**src/rtl/irqd_pkg.sv**
```systemverilog
// Package: shared register offsets and trigger configuration type.
// Assumes a byte-addressed register space with one 4-byte slot per register.
package irqd_pkg;

    localparam int ADDR_W = 5;

    localparam logic [ADDR_W-1:0] OFF_ENABLE = 5'h00;
    localparam logic [ADDR_W-1:0] OFF_RAW    = 5'h04;
    localparam logic [ADDR_W-1:0] OFF_MASKED = 5'h08;
    localparam logic [ADDR_W-1:0] OFF_CLEAR  = 5'h0C;
    localparam logic [ADDR_W-1:0] OFF_LEVEL  = 5'h10;
    localparam logic [ADDR_W-1:0] OFF_ANYEDG = 5'h14;
    localparam logic [ADDR_W-1:0] OFF_POL    = 5'h18;
    localparam logic [ADDR_W-1:0] OFF_DATA   = 5'h1C;

    // Per-channel trigger selection; any_edge dominates the other two.
    typedef struct packed {
        logic lvl;
        logic any_edge;
        logic pol;
    } trig_cfg_t;

endpackage

```
**src/rtl/irqd_sync.sv**
```systemverilog
// Module: synchronizer bank for the input pins.
// Each pin passes through STAGES flops. A further flop keeps the previous
// synchronized sample so that edges can be found by comparison.
// Assumes STAGES >= 2 and pins that are asynchronous to clk.
module irqd_sync #(
    parameter int NUM_CH = 8,
    parameter int STAGES = 2
) (
    input  logic              clk,
    input  logic              rst_n,
    input  logic [NUM_CH-1:0] pin_i,
    output logic [NUM_CH-1:0] smp_o,
    output logic [NUM_CH-1:0] prev_o
);

    logic [NUM_CH-1:0] stage_q [STAGES];
    logic [NUM_CH-1:0] prev_q;

    // First stage captures the raw pins.
    always_ff @(posedge clk) begin
        if (!rst_n) stage_q[0] <= '0;
        else        stage_q[0] <= pin_i;
    end

    genvar s;
    generate
        for (s = 1; s < STAGES; s++) begin : g_stage
            // Later stages shift the sample down the chain.
            always_ff @(posedge clk) begin
                if (!rst_n) stage_q[s] <= '0;
                else        stage_q[s] <= stage_q[s-1];
            end
        end
    endgenerate

    // Holds the synchronized sample from one cycle earlier.
    always_ff @(posedge clk) begin
        if (!rst_n) prev_q <= '0;
        else        prev_q <= stage_q[STAGES-1];
    end

    assign smp_o  = stage_q[STAGES-1];
    assign prev_o = prev_q;

endmodule

```
**src/rtl/irqd_chan.sv**
```systemverilog
// Module: trigger decode and sticky pending bit for one channel.
// Assumes smp/prev are the current and previous synchronized samples.
// An event in the same cycle as a clear keeps the pending bit set.
module irqd_chan
    import irqd_pkg::*;
(
    input  logic      clk,
    input  logic      rst_n,
    input  logic      smp,
    input  logic      prev,
    input  trig_cfg_t cfg,
    input  logic      clr,
    output logic      evt,
    output logic      pend
);

    logic rise;
    logic fall;
    logic pend_q;

    // Classifies the current sample pair against the trigger selection.
    always_comb begin
        rise = smp & ~prev;
        fall = ~smp & prev;
        if (cfg.any_edge)  evt = rise | fall;
        else if (cfg.lvl)  evt = cfg.pol ? smp : ~smp;
        else               evt = cfg.pol ? rise : fall;
    end

    // Pending bit: set by an event, dropped by a clear, event wins.
    always_ff @(posedge clk) begin
        if (!rst_n) pend_q <= 1'b0;
        else        pend_q <= evt | (pend_q & ~clr);
    end

    assign pend = pend_q;

endmodule

```
**src/rtl/irqd_regs.sv**
```systemverilog
// Module: register file and read multiplexer.
// Holds enable, level, any-edge and polarity registers, and turns a write
// to the clear offset into a one-cycle clear pulse. Reads are combinational.
// Assumes single-cycle write strobes on the block clock.
module irqd_regs
    import irqd_pkg::*;
#(
    parameter int NUM_CH = 8
) (
    input  logic              clk,
    input  logic              rst_n,
    input  logic              bus_wr,
    input  logic [ADDR_W-1:0] bus_addr,
    input  logic [NUM_CH-1:0] bus_wdata,
    input  logic [NUM_CH-1:0] pend,
    input  logic [NUM_CH-1:0] smp,
    output logic [NUM_CH-1:0] en_o,
    output logic [NUM_CH-1:0] lvl_o,
    output logic [NUM_CH-1:0] any_o,
    output logic [NUM_CH-1:0] pol_o,
    output logic [NUM_CH-1:0] clr_o,
    output logic [NUM_CH-1:0] masked_o,
    output logic [NUM_CH-1:0] bus_rdata
);

    logic [NUM_CH-1:0] en_q, lvl_q, any_q, pol_q;

    // Writable configuration registers.
    always_ff @(posedge clk) begin
        if (!rst_n) begin
            en_q  <= '0;
            lvl_q <= '0;
            any_q <= '0;
            pol_q <= '0;
        end else if (bus_wr) begin
            case (bus_addr)
                OFF_ENABLE: en_q  <= bus_wdata;
                OFF_LEVEL:  lvl_q <= bus_wdata;
                OFF_ANYEDG: any_q <= bus_wdata;
                OFF_POL:    pol_q <= bus_wdata;
                default:    ;
            endcase
        end
    end

    // Clear pulse: only during a write to the clear offset.
    always_comb begin
        clr_o = (bus_wr && bus_addr == OFF_CLEAR) ? bus_wdata : '0;
    end

    assign masked_o = pend & en_q;

    // Read multiplexer.
    always_comb begin
        case (bus_addr)
            OFF_ENABLE: bus_rdata = en_q;
            OFF_RAW:    bus_rdata = pend;
            OFF_MASKED: bus_rdata = masked_o;
            OFF_LEVEL:  bus_rdata = lvl_q;
            OFF_ANYEDG: bus_rdata = any_q;
            OFF_POL:    bus_rdata = pol_q;
            OFF_DATA:   bus_rdata = smp;
            default:    bus_rdata = '0;
        endcase
    end

    assign en_o  = en_q;
    assign lvl_o = lvl_q;
    assign any_o = any_q;
    assign pol_o = pol_q;

endmodule

```
**src/rtl/edgelvl_irq_ctrl.sv**
```systemverilog
// Module: top of the edge/level interrupt detector.
// Chains the synchronizer, one trigger channel per pin and the register
// file, then ORs the enabled pending bits into irq_o.
// Assumes a register bus in the clk domain.
module edgelvl_irq_ctrl
    import irqd_pkg::*;
#(
    parameter int NUM_CH      = 8,
    parameter int SYNC_STAGES = 2
) (
    input  logic              clk,
    input  logic              rst_n,
    input  logic              bus_wr,
    input  logic [ADDR_W-1:0] bus_addr,
    input  logic [NUM_CH-1:0] bus_wdata,
    output logic [NUM_CH-1:0] bus_rdata,
    input  logic [NUM_CH-1:0] pin_i,
    output logic              irq_o
);

    logic [NUM_CH-1:0] smp, prev, evt, raw_q, en_q, lvl, any_e, pol, clr_pulse, masked;

    irqd_sync #(.NUM_CH(NUM_CH), .STAGES(SYNC_STAGES)) u_sync (
        .clk    (clk),
        .rst_n  (rst_n),
        .pin_i  (pin_i),
        .smp_o  (smp),
        .prev_o (prev)
    );

    genvar c;
    generate
        for (c = 0; c < NUM_CH; c++) begin : g_chan
            trig_cfg_t cfg;
            assign cfg = '{lvl: lvl[c], any_edge: any_e[c], pol: pol[c]};
            irqd_chan u_chan (
                .clk   (clk),
                .rst_n (rst_n),
                .smp   (smp[c]),
                .prev  (prev[c]),
                .cfg   (cfg),
                .clr   (clr_pulse[c]),
                .evt   (evt[c]),
                .pend  (raw_q[c])
            );
        end
    endgenerate

    irqd_regs #(.NUM_CH(NUM_CH)) u_regs (
        .clk       (clk),
        .rst_n     (rst_n),
        .bus_wr    (bus_wr),
        .bus_addr  (bus_addr),
        .bus_wdata (bus_wdata),
        .pend      (raw_q),
        .smp       (smp),
        .en_o      (en_q),
        .lvl_o     (lvl),
        .any_o     (any_e),
        .pol_o     (pol),
        .clr_o     (clr_pulse),
        .masked_o  (masked),
        .bus_rdata (bus_rdata)
    );

    assign irq_o = |masked;

endmodule

```
**config.mk**
```make
export PLATFORM = sky130hd
export DESIGN_NAME = edgelvl_irq_ctrl
export DESIGN_NICKNAME = d
export VERILOG_FILES = /design/src/rtl/irqd_pkg.sv /design/src/rtl/irqd_sync.sv /design/src/rtl/irqd_chan.sv /design/src/rtl/irqd_regs.sv /design/src/rtl/edgelvl_irq_ctrl.sv
export SDC_FILE = /design/constraint.sdc
export NUM_CORES = 1
export LEC_CHECK = 0
export ABC_AREA = 1
export BUFFER_PORTS_ARGS = -buffer_cell sky130_fd_sc_hd__buf_2
export CORE_ASPECT_RATIO = 0.5
export CORE_UTILIZATION = 25
export DETAILED_ROUTE_END_ITERATION = 6
export MAX_ROUTING_LAYER = met4
export SYNTH_ARGS = -nofsm -noshare
export SYNTH_HDL_FRONTEND = slang
export SYNTH_SLANG_ARGS = --single-unit
```
**constraint.sdc**
```tcl
create_clock -name clk -period 1.9 [get_ports clk]
set_input_delay 0.38 -clock clk [delete_from_list [all_inputs] [get_ports clk]]
set_output_delay 0.38 -clock clk [all_outputs]
set_load 0.01 [all_outputs]
```
==> run metrics <==
status=complete, but fails checks; failing checks=design-rule violations; total CTS buffers=9; Least-Margin Pin Slew=0.786 ns; clock sink total=64; Die H=around 84 um; wirelength, routed=8580 um; WHS Path Cells=3; grt total ovfl=0; post-DP HPWL=5920 um; WP data arrival=roughly 1.4 ns; hold slack=0.228 ns; GP Congestion=~0.78; Setup crit end kind=output port; Max Clk Rate=0.552 GHz; wire length per cell=11.5 um; first-pass GRT wire length=14100 um; clock tree from TritonCTS=built; overall routing resource usage=13.2%; Mean Syn Cell Area=6.45 um^2; Tmin final=~1.8 ns; reg2reg path depth=10; leakage power=around 1.9 nW; combinational share of power=under 10%; # setup viols final=0; initial antenna violation count=0; Port Buffer Count=32; post-synthesis sequential area ratio=a little under two fifths; vias=3209; internal power=2.54 mW; initial DRC count=175; Flop pwr share=between 40% and 50%; FILL cells=1371; I/O pins=33; num rows=29; clk buf depth=2; startpoint types=input pin; Post-DRT Antenna Nets=0; Horiz. Die Dim=166 um; Initial Util=26.1%; Clock Skew=0.00208 ns; Mapped Nets=between 500 and 600; Slew Limit Headroom=47.6%; clock share of power=50.5%; Sw Ratio=22.5%; Pwr per Cell Area=786 nW/um^2; Max IR drop VDD=408 uV; CP required=1.52 ns; switching power=about 0.74 mW; H-tree lvl count=3; largest fanout on the critical path=9; core area=12900 um^2; placed instance area=3830 um^2; synth unique cells=22; Final #Nets=610; clock-pin transition on the worst setup and hold timing paths=0.05 ns; part of the cycle the worst path needs=95.3%; Ant. Diodes=0; worst min path class=input pin to flip-flop; fin area=roughly 4200 um^2; CTS root buf=clkbuf_16; Ys Warns=0; hold buffer count at cts=0; router iterations before antenna repair=6; cell count after synthesis=around 520; # DRC=3; Final Hold Fails=0; Post-Syn Area=3370 um^2; Crit Path Class=input pin to output port; Worst-Skew Late Latency=0.33 ns; post-synth top area share=between 30% and 40%; Yosys reg bits=64; total of max-cap violations=0; fin. max-slew vios=0; P&R area growth vs syn=23.7%; largest net degree at the start of global routing=43; RSZ-0062 raised after global routing=yes; Reg2Reg Setup Slack=0.72 ns; share of cells above drive strength 1=13.9%; full die area=14000 um^2; DR vias/cell=4.31; number of global-route vias before repair=3011; Yosys top cell by area=dfxtp_1; Synth area leaders=dfxtp_1, nand2_1, inv_1
==> path summary, 6_finish.rpt <==
| check | from | end |
|---|---|---|
| setup / recovery | bus_addr[0] | bus_rdata[7] |
| hold / removal | pin_i[3] | u_sync.stage_q[0][3]$_SDFF_PN0_ |
| setup reg to reg | u_sync.stage_q[1][2]$_SDFF_PN0_ | g_chan[2].u_chan.pend$_SDFF_PN0_ |
| hold reg to reg | u_sync.stage_q[0][4]$_SDFF_PN0_ | u_sync.stage_q[1][4]$_SDFF_PN0_ |
==> cells in the final DEF, fill, tap and decap left out, types with 9 or more instances in the layout <==
cell type    n
ha_1        16
clkbuf_16    9
nor2_1      58
a21oi_1     22
dfxtp_1     64
nand2_1    156
buf_2       32
inv_1       92
nand3_1     41
o21ai_0     34
buf_4       10
==> power by group through the flow <==
stage / clock network (mW) / registers, mW / logic (mW)
after floorplan: 0 / 1.43 / 0.125
after global placement: 0 / 1.43 / 0.208
after detailed placement: 0 / 1.44 / 0.211
after CTS: 1.67 / 1.41 / 0.212
after global routing: 1.75 / 1.41 / 0.246
final: 1.66 / 1.41 / 0.215
==> routing by layer <==
| layer | vias to the layer above | track usage [%] | routed length (um) |
|---|---|---|---|
| met4 | 0 | 4.80 | 108 |
| met3 | 10 | 2.42 | 478 |
| met5 | - | - | 0 |
| met2 | 69 | 21.2 | 3790 |
| met1 | 1435 | 16.5 | 4210 |
| li1 | 1695 | - | - |
==> Yosys cell counts <==
library cell    n
nand2_2         3
or2_2           3
clkinv_2        1
dfxtp_1        64
nor2_8          1
nor2_4          2
nand3_1        41
nand4_2         1
nor2_2          3
clkbuf_1        8
o21ai_0        38
nand2_1       156
buf_2           1
o21ai_1         1
a21oi_1        22
nor2_1         58
inv_2           3
nand2_4         2
ha_1           16
buf_6           1
inv_1          93
nand4_1         5
==> metrics by stage <==
stage	std cells	total power [mW]	setup TNS [ns]	setup slack (ns)	util, %
floorplan	523	1.55	0	0.387	-
global placement	727	1.64	0	0.0155	29.6
detailed placement	727	1.65	-0.00501	-0.00501	29.6
CTS	743	3.29	0	0.0452	31.9
global route	745	3.41	-0.0175	-0.0143	32.3
finish	745	3.28	0	0.0900	32.3
==> worst max-delay path, cell delays in order <==
cell     delay, ns
buf_2         0.13
nor2_8        0.15
nand2_2       0.11
nor2_4        0.14
buf_12        0.14
inv_1         0.04
nor2_1        0.11
nor2_1        0.06
nand2_1       0.05
buf_2         0.12
==> timing repair <==
| action | CTS | global route |
|---|---|---|
| resized for setup | 1 | 8 |
| setup buffers | 0 | 2 |
| pin swaps | 0 | 2 |
| endpoints found under the setup margin | 3 | 8 |
==> cell type report <==
| type | instances | area (um^2) | share of cell area [%] |
|---|---|---|---|
| Timing Repair Buffer | 46 | 315 | 7.56 |
| Clock buffer | 13 | 260 | 6.24 |
| Inverter | 97 | 368 | 8.82 |
| Clock inverter | 3 | 40.0 | 0.960 |
| Multi-Input combinational cell | 352 | 1690 | 40.6 |
| Tap cell | 170 | 213 | 5.10 |
| Sequential cell | 64 | 1280 | 30.7 |
==> flip-flops by register name, indices dropped and copies added (netlist names) <==
name	count
u_sync.stage_q	16
g_chan.u_chan.pend	8
u_regs.any_o	8
u_regs.en_o	8
u_regs.lvl_o	8
u_regs.pol_o	8
u_sync.prev_o	8
==> cells by family after synthesis <==
| family | Yosys count | synth area share (%) |
|---|---|---|
| AND/OR/NAND/NOR | 275 | 34.8 |
| AO/OA/AOI/OAI | 61 | 9.05 |
| adder cells (fa/ha/maj) | 16 | 5.94 |
| flip-flops | 64 | 38.0 |
| buffers and inverters | 107 | 12.2 |
(Power assumes the default switching activity.)
